## config.mk

```make
export PLATFORM = sky130hd
export DESIGN_NAME = sparse_ro_serializer
export DESIGN_NICKNAME = d
export VERILOG_FILES = /design/src/rtl/sparse_ro_pkg.sv /design/src/rtl/sparse_ro_datapath.sv /design/src/rtl/sparse_ro_control.sv /design/src/rtl/sparse_ro_serializer.sv
export SDC_FILE = /design/constraint.sdc
export NUM_CORES = 1
export LEC_CHECK = 0
export ABC_AREA = 1
export BUFFER_PORTS_ARGS = -buffer_cell sky130_fd_sc_hd__buf_4
export CORE_ASPECT_RATIO = 1.4
export CORE_MARGIN = 5
export CORE_UTILIZATION = 49
export DETAILED_ROUTE_END_ITERATION = 8
export PLACE_DENSITY = 0.87
export RECOVER_POWER = 100
export SLEW_MARGIN = 20
export SYNTH_ARGS = -nofsm -noshare
export SYNTH_HDL_FRONTEND = slang
export SYNTH_SLANG_ARGS = --single-unit
export TNS_END_PERCENT = 20
```

## constraint.sdc

```tcl
create_clock -name clk -period 2.6 [get_ports clk]
set_input_delay 0.39 -clock clk [delete_from_list [all_inputs] [get_ports clk]]
set_output_delay 0.39 -clock clk [all_outputs]
set_load 0.03 [all_outputs]
```

## src/rtl/sparse_ro_pkg.sv

```systemverilog
package sparse_ro_pkg;

  typedef enum logic [1:0] {
    ST_IDLE   = 2'd0,
    ST_INJECT = 2'd1,
    ST_SCAN   = 2'd2,
    ST_SHIFT  = 2'd3
  } roState_t;

  // strobes from control to datapath
  typedef struct packed {
    logic load;
    logic shift;
    logic stop;
  } roStrobe_t;

endpackage

```

## src/rtl/sparse_ro_datapath.sv

```systemverilog
module sparse_ro_datapath
  import sparse_ro_pkg::*;
#(
  parameter int COLS = 16,
  parameter int ROWS = 16,
  parameter int TS_W = 5
) (
  input  logic                 clk,
  input  logic                 rstN,
  input  roStrobe_t            strobe,
  input  logic [COLS-1:0]      getXBus,
  input  logic [ROWS-1:0]      getYBus,
  input  logic [COLS*TS_W-1:0] tsColumns,
  output logic                 hitPresent,
  output logic                 wordActive,
  output logic                 lastBit,
  output logic                 serOut
);

  localparam int X_W    = $clog2(COLS);
  localparam int Y_W    = $clog2(ROWS);
  localparam int WORD_W = X_W + Y_W + TS_W;
  localparam int CNT_W  = $clog2(WORD_W);

  logic [TS_W-1:0]   tsArr [COLS];
  logic [X_W-1:0]    xAddr;
  logic [Y_W-1:0]    yAddr;
  logic [WORD_W-1:0] capWord;
  logic [WORD_W-1:0] shReg;
  logic [CNT_W-1:0]  bitCnt;

  // unpack the per-column time stamp buffers
  for (genvar c = 0; c < COLS; c++) begin : g_tsCol
    assign tsArr[c] = tsColumns[c*TS_W +: TS_W];
  end

  // one-hot to binary address encoders
  always_comb begin
    xAddr = '0;
    for (int c = 0; c < COLS; c++) begin
      if (getXBus[c]) xAddr = xAddr | X_W'(c);
    end
  end

  always_comb begin
    yAddr = '0;
    for (int r = 0; r < ROWS; r++) begin
      if (getYBus[r]) yAddr = yAddr | Y_W'(r);
    end
  end

  assign hitPresent = |getXBus;
  assign capWord    = {xAddr, yAddr, tsArr[xAddr]};

  always_ff @(posedge clk or negedge rstN) begin
    if (!rstN) begin
      shReg      <= '0;
      bitCnt     <= '0;
      wordActive <= 1'b0;
    end else if (strobe.load) begin
      shReg      <= capWord;
      bitCnt     <= '0;
      wordActive <= 1'b1;
    end else if (strobe.shift) begin
      shReg      <= {shReg[WORD_W-2:0], 1'b0};
      bitCnt     <= bitCnt + 1'b1;
    end else if (strobe.stop) begin
      wordActive <= 1'b0;
    end
  end

  assign lastBit = wordActive && (bitCnt == CNT_W'(WORD_W-1));
  assign serOut  = wordActive & shReg[WORD_W-1];

  // a word ends only after its final bit position
  a_r4_full_word: assert property (@(posedge clk) disable iff (!rstN)
    $fell(wordActive) |-> ($past(bitCnt) == CNT_W'(WORD_W-1)));

  // a held token drives exactly one column and one row line
  a_r3_single_cell: assert property (@(posedge clk) disable iff (!rstN)
    strobe.load |-> ($countones(getXBus) == 1 && $countones(getYBus) == 1));

  // bit counter never runs past the word length
  a_r4_count_range: assert property (@(posedge clk) disable iff (!rstN)
    wordActive |-> (bitCnt <= CNT_W'(WORD_W-1)));

endmodule

```

## src/rtl/sparse_ro_control.sv

```systemverilog
module sparse_ro_control
  import sparse_ro_pkg::*;
(
  input  logic      clk,
  input  logic      rstN,
  input  logic      readoutStart,
  input  logic      tokenExit,
  input  logic      hitPresent,
  input  logic      wordActive,
  input  logic      lastBit,
  output roStrobe_t strobe,
  output logic      tokenInject,
  output logic      tokenAdvance,
  output logic      busy,
  output logic      frameDone
);

  roState_t state, nxtState;
  logic     doneSet;

  always_comb begin
    nxtState = state;
    strobe   = '0;
    doneSet  = 1'b0;
    unique case (state)
      ST_IDLE: begin
        if (readoutStart) nxtState = ST_INJECT;
      end
      ST_INJECT: begin
        nxtState = ST_SCAN;
      end
      ST_SCAN: begin
        if (hitPresent) begin
          strobe.load = 1'b1;
          nxtState    = ST_SHIFT;
        end else if (tokenExit) begin
          doneSet  = 1'b1;
          nxtState = ST_IDLE;
        end
      end
      ST_SHIFT: begin
        if (!lastBit) begin
          strobe.shift = 1'b1;
        end else if (hitPresent) begin
          strobe.load = 1'b1;
        end else if (tokenExit) begin
          strobe.stop = 1'b1;
          doneSet     = 1'b1;
          nxtState    = ST_IDLE;
        end else begin
          strobe.stop = 1'b1;
          nxtState    = ST_SCAN;
        end
      end
      default: nxtState = ST_IDLE;
    endcase
  end

  always_ff @(posedge clk or negedge rstN) begin
    if (!rstN) begin
      state     <= ST_IDLE;
      frameDone <= 1'b0;
    end else begin
      state     <= nxtState;
      frameDone <= doneSet;
    end
  end

  assign tokenInject  = (state == ST_INJECT);
  assign tokenAdvance = strobe.load;
  assign busy         = (state != ST_IDLE);

  // injection is a single-cycle pulse
  a_r2_inject_pulse: assert property (@(posedge clk) disable iff (!rstN)
    tokenInject |=> !tokenInject);

  // no injection can follow a busy cycle
  a_r9_no_reinject: assert property (@(posedge clk) disable iff (!rstN)
    busy |=> !tokenInject);

  // token released only when the shifter is free or on its last bit
  a_r5_capture_gate: assert property (@(posedge clk) disable iff (!rstN)
    tokenAdvance |-> (!wordActive || lastBit));

  // busy drops together with the done pulse
  a_r7_busy_done: assert property (@(posedge clk) disable iff (!rstN)
    $fell(busy) |-> frameDone);

  // no data left in flight at the end of a frame
  a_r7_drained: assert property (@(posedge clk) disable iff (!rstN)
    frameDone |-> !wordActive);

endmodule

```

## src/rtl/sparse_ro_serializer.sv

```systemverilog
module sparse_ro_serializer
  import sparse_ro_pkg::*;
#(
  parameter int COLS = 16,
  parameter int ROWS = 16,
  parameter int TS_W = 5
) (
  input  logic                 clk,
  input  logic                 rstN,
  input  logic                 readoutStart,
  input  logic [COLS-1:0]      getXBus,
  input  logic [ROWS-1:0]      getYBus,
  input  logic [COLS*TS_W-1:0] tsColumns,
  input  logic                 tokenExit,
  output logic                 tokenInject,
  output logic                 tokenAdvance,
  output logic                 serOut,
  output logic                 serValid,
  output logic                 busy,
  output logic                 frameDone
);

  roStrobe_t strobe;
  logic      hitPresent;
  logic      wordActive;
  logic      lastBit;

  sparse_ro_control ctrl_i (
    .clk          (clk),
    .rstN         (rstN),
    .readoutStart (readoutStart),
    .tokenExit    (tokenExit),
    .hitPresent   (hitPresent),
    .wordActive   (wordActive),
    .lastBit      (lastBit),
    .strobe       (strobe),
    .tokenInject  (tokenInject),
    .tokenAdvance (tokenAdvance),
    .busy         (busy),
    .frameDone    (frameDone)
  );

  sparse_ro_datapath #(
    .COLS (COLS),
    .ROWS (ROWS),
    .TS_W (TS_W)
  ) dp_i (
    .clk        (clk),
    .rstN       (rstN),
    .strobe     (strobe),
    .getXBus    (getXBus),
    .getYBus    (getYBus),
    .tsColumns  (tsColumns),
    .hitPresent (hitPresent),
    .wordActive (wordActive),
    .lastBit    (lastBit),
    .serOut     (serOut)
  );

  assign serValid = wordActive;

  // serial line quiet outside a word
  a_r10_quiet_line: assert property (@(posedge clk) disable iff (!rstN)
    !serValid |-> !serOut);

  // serial data only during readout
  a_r4_valid_in_busy: assert property (@(posedge clk) disable iff (!rstN)
    serValid |-> busy);

endmodule

```

==> flow_metrics.py, run 1 <==
metrics = {
    "status": {
        "status": "completed",
    },
    "sta": {
        "setup_viol": 0,
        "finalHoldViolations": 0,
        "min_period_over_period_pct": 91.8,
        "drv_slew": 0,
        "whs_ns": 0.314,
        "tightest_slew_ns": 1.10,
        "clock.fmax_ghz": 0.419,
        "period_minus_slack_ns": 2.39,
        "fin_worst_skew_ns": 0.00388,
        "rsz0062_at_grt": "false",
        "relSlewSlack_pct": 26.9,
        "setup-tns-final_ns": 0,
    },
    "layout": {
        "drive_gt1_share_pct": 27.5,
        "final_core_util_pct": 70.3,
        "syn_to_final_growth_pct": 39.6,
        "nFillCells": 426,
        "stdcell_count": 557,
        "n_antenna_cell": 0,
        "nNetsFinal": 614,
        "postLayoutCellArea_sq_um": 3190,
    },
    "global_routing": {
        "first_global_vias": 2804,
        "grt_start_max_net_pins": 26,
        "grt_usage_pct": 23.7,
        "overflow": 0,
        "antenna_found_initial": 0,
        "grt_pass1_wl_mm": 11.8,
    },
    "die": {
        "rows": 29,
        "io_pins": 122,
        "chipHeight_um": 90.8,
        "fp.dieW_um": 67.7,
        "die_area_sq_um": 6140,
        "start_util_pct": 50.3,
        "core_area_sq_um": 4540,
    },
    "synth": {
        "avgSynthCellArea_sq_um": 5.94,
        "syn-num-nets": 502,
        "synth_cell_types": 32,
        "yosys.area.top_type": "dfrtp_1",
        "synth_common_cells": "nand2_1 (97), inv_1 (83), nand3_1 (73)",
        "synth_seq_cells": 21,
        "yosysMostFrequentCell": "nand2_1",
        "syn-cell-area_sq_um": 2280,
        "synthTopCellsByArea": "dfrtp_1 (23%), nand3_1 (16%), nand2_1 (16%)",
        "synth-edff-count": 0,
        "syn_inst": 384,
        "async_reset_ff_share_pct": 100,
        "yosys.area.top_type_share_pct": 23.0,
        "ys_seq_area_share_pct": 23.0,
        "synth_ff_type": "dfrtp_1",
        "yosys_warnings": 0,
    },
    "placement": {
        "place.gp.congestion": 0.824,
        "numPortBuffers": 120,
        "dp_hpwl_mm": 5.91,
        "place_area_sq_um": 3170,
        "dp_cells": 553,
    },
    "clock_tree": {
        "htree_num_levels": 1,
        "cts_resized": 0,
        "post_cts_buffers": 0,
        "cts_root_buf": "clkbuf_8",
        "tritoncts": "yes",
        "cts-hold-fix-buffers": 0,
        "clkSinkCount": 21,
        "path_clk_slew_ns": 0.07,
        "cts_buffers": 3,
        "cts_buffer_depth": 2,
        "clock_latency_ns": 0.26,
    },
    "worst_setup_path": {
        "start_kind": "flop",
        "arrival_ns": 2.00,
        "endpoint_kind": "output port",
        "ff2ff_path_depth": 9,
        "path_class": "flop to output port",
        "required_ns": 2.21,
        "path_max_fanout": 12,
    },
    "detailed_routing": {
        "via_count": 2839,
        "wl_per_cell_um": 13.0,
        "via_per_inst": 5.10,
        "wirelength_mm": 7.23,
        "drt_iter0_drc": 116,
        "drc": 0,
        "ant_nets": 0,
        "dr.pass1.iters": 4,
    },
    "power_and_ir_drop": {
        "peakVddDrop_uv": 264,
        "power_density_nw_per_um2": 543,
        "p_leak_nw": 1.81,
    },
    "run": {
        "cap_violations": 0,
    },
    "hold_path": {
        "min_path_type": "primary input to async pin",
    },
}
per-stage QoR:
step | power (mW) | setup WS [ns]
5_1_grt | 1.89 | 0.0707
3_5_place_dp | 1.55 | 0.466
4_1_cts | 1.76 | 0.211
3_3_place_gp | 1.50 | 0.495
2_1_floorplan | 1.24 | 0.859
6_report | 1.73 | 0.213
registers in the layout, summed over array words and instances (netlist names):
name,count
dp_i.shReg,13
dp_i.bitCnt,4
ctrl_i.state,2
ctrl_i.frameDone,1
dp_i.wordActive,1
final timing paths:
path	startpoint	endpoint	slack (ns)
setup / recovery	dp_i.bitCnt[0]	tokenAdvance	0.21
hold / removal	rstN	dp_i.shReg[5]	0.31
setup reg to reg	dp_i.bitCnt[0]	dp_i.shReg[9]	0.51
hold reg to reg	dp_i.shReg[9]	dp_i.shReg[9]	0.51
max in group asynchronous	rstN	dp_i.shReg[0]	1.63
min in group clk	readoutStart	ctrl_i.state[1]	0.37
metal layers:
layer	GRT usage, %	vias to the layer above	wire length, um
met2	44.5	117	3970
met4	6.77	0	128
met3	4.36	15	582
li1	-	1429	-
met1	25.4	1278	2550
met5	0	-	0
placed cells by master (no fill, tap or decap), drive strengths merged:
cell type,netlist,routed
buf,14,116
nand2,104,104
inv,86,86
nand3,73,73
nor2,29,29
dfrtp,21,21
o21bai,17,17
clkbuf,2,11
o21ai,8,8
o221ai,5,5
o22ai,4,4
nand4,3,3
a21oi,3,3
nor3,3,3
xor2,2,2
o41ai,2,2
ha,2,2
nor3b,1,1
a22oi,1,1
o211ai,1,1
or2,1,1
nor4,1,1
a31o,1,1
power breakdown:
| part | switching [mW] | total (mW) | internal, mW |
|---|---|---|---|
| combinational | 0.597 | 0.980 | 0.383 |
| clock | 0.101 | 0.210 | 0.109 |
| sequential | 0.0680 | 0.540 | 0.472 |
cells by family after synthesis:
group,synth area share (%)
XOR/XNOR,0.768
buffers and inverters,19.0
AND/OR/NAND/NOR,43.3
AO/OA/AOI/OAI,12.8
adder cells (fa/ha/maj),1.10
flip-flops,23.0
worst max-delay path: stages (launching register included):
cell and delay, ns:
dfrtp_1 0.40, inv_1 0.09, ha_1 0.16, nand4_1 0.14, a21oi_1 0.37, nand2_4 0.13, inv_2 0.20, clkbuf_2 0.25
cell type report:
cell class	count	area, sq um	area share [%]
multi-input cells	261	1320	41.3
repair buffers	123	898	28.2
flip-flops and latches	21	526	16.5
inverters	86	323	10.1
well taps	62	77.6	2.43
clock buffers	4	45.0	1.41
No activity file was read; power rests on OpenSTA's default activity.
==> run 2: changes to the inputs <==
Settings changed: CORE_UTILIZATION 49 to 45, PLACE_DENSITY 0.87 to 0.81.
==> flow_metrics.py, run 2 (synthesis gave the netlist of run 1 again) <==
metrics = {
    "status": {
        "status": "completed",
    },
    "power_and_ir_drop": {
        "peakVddDrop_uv": 292,
        "switchingPower_mw": 0.759,
        "p_leak_nw": 1.81,
        "p_int_mw": 0.963,
        "power_density_nw_per_um2": 540,
        "swShare_pct": 44.1,
        "pwr-share-clk_pct": 12.1,
        "power_frac_comb_pct": 56.4,
        "pwr-share-seq_pct": 31.5,
    },
    "clock_tree": {
        "cts_root_buf": "clkbuf_8",
        "clkSinkCount": 21,
        "path_clk_slew_ns": 0.07,
        "cts_buffer_depth": 2,
        "cts_resized": 0,
        "cts_buffers": 3,
        "tritoncts": "yes",
        "clock_latency_ns": 0.26,
        "post_cts_buffers": 0,
        "cts-hold-fix-buffers": 0,
        "htree_num_levels": 1,
    },
    "global_routing": {
        "antenna_found_initial": 0,
        "first_global_vias": 2706,
        "grt_start_max_net_pins": 39,
        "grt_usage_pct": 20.7,
        "grt_pass1_wl_mm": 11.4,
        "overflow": 0,
    },
    "die": {
        "die_area_sq_um": 6620,
        "start_util_pct": 46.8,
        "rows": 30,
        "chipHeight_um": 94.3,
        "fp.dieW_um": 70.2,
        "io_pins": 122,
        "core_area_sq_um": 4880,
    },
    "detailed_routing": {
        "wirelength_mm": 7.02,
        "wl_per_cell_um": 12.6,
        "via_count": 2785,
        "drt_iter0_drc": 97,
        "drc": 0,
        "via_per_inst": 4.98,
        "dr.pass1.iters": 4,
        "top_layer": "met4",
        "wl_met1_mm": 2.63,
        "ant_nets": 0,
        "wl_met2_mm": 3.74,
        "wl_met3_um": 497,
    },
    "sta": {
        "setup_viol": 0,
        "period_minus_slack_ns": 2.39,
        "setup-tns-final_ns": 0,
        "relSlewSlack_pct": 26.9,
        "fin_worst_skew_ns": 0.00728,
        "drv_slew": 0,
        "min_period_over_period_pct": 92.0,
        "setup_ws_ns": 0.209,
        "rsz0062_at_grt": "false",
        "finalHoldViolations": 0,
        "clock.fmax_ghz": 0.418,
        "tightest_slew_ns": 1.10,
    },
    "worst_setup_path": {
        "critPathMaxStageDelay_ns": 0.40,
        "arrival_ns": 2.00,
        "ff2ff_path_depth": 9,
        "endpoint_kind": "output port",
        "timing.rr.start": "dp_i.bitCnt[0]",
        "cp_slowest_cell": "dfrtp_1",
        "required_ns": 2.21,
        "path_cells": "inv_1 -> ha_1 -> nand4_1 -> a21oi_1 -> nand2_4 -> inv_2 -> clkbuf_2",
        "rrSetupSlack_ns": 0.47,
        "path_max_fanout": 12,
        "start_kind": "flop",
        "r2r-end": "dp_i.shReg[9]",
        "path_class": "flop to output port",
    },
    "layout": {
        "layout_common_cells": "buf_4 (116), nand2_1 (99), inv_1 (84), nand3_1 (73), nor2_1 (22)",
        "drive_gt1_share_pct": 27.5,
        "nNetsFinal": 614,
        "largest_register_ffs": 13,
        "top_register": "dp_i.shReg",
        "syn_to_final_growth_pct": 39.7,
        "biggestRegsByFlops": "dp_i.shReg (13), dp_i.bitCnt (4), ctrl_i.state (2)",
        "final_common_cell": "buf_4",
        "n_antenna_cell": 0,
    },
    "hold_path": {
        "min_path_type": "primary input to async pin",
    },
    "placement": {
        "place_worst_setup_slack_ns": 0.498,
        "numPortBuffers": 120,
        "place.gp.congestion": 0.841,
        "dp_hpwl_mm": 5.68,
    },
    "run": {
        "cap_violations": 0,
    },
}
[run 2: cell counts in the layout (fill, tap and decap cells not counted)]
Identical to the previous run, type by type.
[run 2: metrics by stage]
| stage | total power [mW] | std cells | utilization (%) | hold WS [ns] | instance area, sq um |
|---|---|---|---|---|---|
| after floorplan | 1.24 | 384 | - | 0.0944 | 2280 |
| after global placement | 1.50 | 555 | 65.1 | 0.284 | 3170 |
| after detailed placement | 1.54 | 555 | 65.1 | 0.284 | 3170 |
| after CTS | 1.76 | 559 | 66.0 | 0.0114 | 3220 |
| after global routing | 1.87 | 559 | 65.4 | 0.380 | 3190 |
| final | 1.72 | 559 | 65.4 | 0.314 | 3190 |
[run 2: per-layer routing]
metal,vias to the layer above,GRT usage [%]
met5,-,0
met3,15,3.96
met4,0,6.39
li1,1426,-
met1,1240,22.3
met2,104,40.1
[run 2: area by class of cell]
type | instances | area [sq um]
clock buffer | 4 | 45.0
fill | 494 | 1690
inverter | 86 | 323
multi-input combinational | 261 | 1320
sequential | 21 | 526
tap | 64 | 80.1
timing repair buffer | 123 | 898
[run 2: power by group through the flow]
stage / combinational, mW / clock, mW / sequential [mW]
2_1_floorplan: 0.718 / 0 / 0.525
3_3_place_gp: 0.961 / 0 / 0.538
3_5_place_dp: 0.995 / 0 / 0.547
4_1_cts: 1.01 / 0.209 / 0.542
5_1_grt: 1.08 / 0.227 / 0.557
6_report: 0.972 / 0.208 / 0.542
[run 2: worst max-delay path, delay by kind of cell (launching register included)]
| kind | cells | cell delay, ns |
|---|---|---|
| flip-flops | 1 | 0.40 |
| AO/OA/AOI/OAI | 1 | 0.35 |
| adder cells (fa/ha/maj) | 1 | 0.14 |
| buffers and inverters | 3 | 0.56 |
| AND/OR/NAND/NOR | 2 | 0.27 |
[run 2: how the worst max path moves through the flow]
stage / startpoint / end / slack [ns] / cells after the start
finish: dp_i.bitCnt[0] / tokenAdvance / 0.21 / 7
global route: dp_i.bitCnt[0] / tokenAdvance / 0.09 / 7
detailed placement: getXBus[13] / dp_i.shReg[4] / 0.50 / 12
global placement: getXBus[13] / dp_i.shReg[4] / 0.53 / 12
floorplan: dp_i.wordActive / tokenAdvance / 0.86 / 5
CTS: dp_i.bitCnt[0] / tokenAdvance / 0.25 / 7
==> run 3: changes to the inputs <==
Clock period 2.6 ns to 2.8 ns, I/O delays scaled along.
==> flow_metrics.py, run 3 (synthesis gave the netlist of run 1 again) <==
metrics = {
    "status": {
        "status": "completed",
    },
    "layout": {
        "top_register": "dp_i.shReg",
        "nFillCells": 523,
        "n_antenna_cell": 0,
        "syn_to_final_growth_pct": 39.1,
        "layout_common_cells": "buf_4 (115), nand2_1 (100), inv_1 (84), nand3_1 (73), nor2_1 (22)",
        "drive_gt1_share_pct": 27.1,
        "final_common_cell": "buf_4",
        "nNetsFinal": 613,
        "stdcell_count": 558,
        "biggestRegsByFlops": "dp_i.shReg (13), dp_i.bitCnt (4), ctrl_i.state (2)",
        "largest_register_ffs": 13,
    },
    "sta": {
        "whs_ns": 0.352,
        "drv_slew": 0,
        "fin_worst_skew_ns": 0.00288,
        "min_period_over_period_pct": 90.1,
        "finalHoldViolations": 0,
        "tightest_slew_ns": 1.12,
        "period_minus_slack_ns": 2.52,
        "setup-tns-final_ns": 0,
        "rsz0062_at_grt": "false",
        "relSlewSlack_pct": 25.6,
        "clock.fmax_ghz": 0.397,
        "setup_viol": 0,
    },
    "worst_setup_path": {
        "ff2ff_path_depth": 9,
        "rrSetupSlack_ns": 0.62,
        "path_cells": "inv_1 -> ha_1 -> nand4_1 -> a21oi_1 -> nand2_1 -> inv_2 -> clkbuf_2",
        "required_ns": 2.38,
        "path_max_fanout": 12,
        "start_kind": "flop",
        "endpoint_kind": "output port",
        "path_class": "flop to output port",
        "arrival_ns": 2.10,
        "critPathMaxStageDelay_ns": 0.41,
        "cp_slowest_cell": "dfrtp_1",
    },
    "detailed_routing": {
        "ant_nets": 0,
        "via_per_inst": 5.07,
        "dr.pass1.iters": 4,
        "drt_iter0_drc": 157,
        "wl_per_cell_um": 12.6,
        "via_count": 2827,
        "wirelength_mm": 7.04,
        "drc": 0,
    },
    "clock_tree": {
        "post_cts_buffers": 0,
        "cts_root_buf": "clkbuf_8",
        "cts_buffer_depth": 2,
        "tritoncts": "yes",
        "cts_resized": 0,
        "cts_buffers": 3,
        "clkSinkCount": 21,
        "path_clk_slew_ns": 0.08,
        "htree_num_levels": 1,
        "clock_latency_ns": 0.26,
        "cts-hold-fix-buffers": 0,
    },
    "die": {
        "io_pins": 122,
        "fp.dieW_um": 70.2,
        "core_area_sq_um": 4880,
        "rows": 30,
        "die_area_sq_um": 6620,
        "chipHeight_um": 94.3,
        "start_util_pct": 46.8,
    },
    "hold_path": {
        "min_path_type": "primary input to async pin",
    },
    "placement": {
        "place.gp.congestion": 0.840,
        "dp_hpwl_mm": 5.56,
        "numPortBuffers": 120,
        "dp_cells": 554,
    },
    "global_routing": {
        "antenna_found_initial": 0,
        "first_global_vias": 2696,
        "grt_pass1_wl_mm": 11.4,
        "grt_usage_pct": 20.4,
        "grt_start_max_net_pins": 23,
        "overflow": 0,
    },
    "power_and_ir_drop": {
        "peakVddDrop_uv": 256,
        "p_leak_nw": 1.81,
        "power_density_nw_per_um2": 502,
    },
    "run": {
        "cap_violations": 0,
    },
}
-- run 3: cell count changes in the layout (fill, tap and decap cells not counted) --
cell,previous run,this run
buf_4,116,115
nand2_4,3,2
nand2_1,99,100
-- run 3: metal layers --
layer / part of all wire (%) / GRT usage, %
met1: 39 / 22.9
met2: 52 / 38.0
met3: 7.1 / 4.39
met4: 1.5 / 6.39
met5: 0 / 0
-- run 3: cell type report --
cell class | instances | area, sq um | share of cell area (%)
multi-input combinational | 261 | 1310 | 41.3
inverter | 86 | 323 | 10.2
clock buffer | 4 | 45.0 | 1.42
tap | 64 | 80.1 | 2.52
sequential | 21 | 526 | 16.6
timing repair buffer | 122 | 891 | 28.1
-- run 3: stage by stage --
step / area, sq um / power [mW] / util, % / worst slack [ns]
floorplan: 2280 / 1.15 / - / 1.03
global placement: 3170 / 1.39 / 64.9 / 0.654
detailed placement: 3170 / 1.42 / 64.9 / 0.618
CTS: 3210 / 1.63 / 65.8 / 0.348
global route: 3170 / 1.73 / 65.1 / 0.125
finish: 3170 / 1.59 / 65.1 / 0.278
-- run 3: where the power goes --
group	leakage [nW]	total, mW	switching (mW)	internal [mW]
Clock	0.0228	0.199	0.0976	0.101
Sequential	0.243	0.500	0.0621	0.438
Combinational	1.54	0.893	0.540	0.353
-- run 3: worst max-delay path, delay by kind of cell (launching register included) --
| kind | cells | cell delay [ns] |
|---|---|---|
| compound gates | 1 | 0.27 |
| flops | 1 | 0.41 |
| fa+ha+maj | 1 | 0.16 |
| simple gates | 2 | 0.38 |
| buf+inv | 3 | 0.62 |
-- run 3: final timing paths --
path	startpoint	to
max	dp_i.bitCnt[0]	tokenAdvance
min	rstN	dp_i.shReg[6]
max reg2reg	dp_i.bitCnt[0]	dp_i.shReg[10]
min reg2reg	dp_i.shReg[0]	dp_i.shReg[0]
max in group asynchronous	rstN	dp_i.shReg[0]
min in group clk	readoutStart	ctrl_i.state[1]
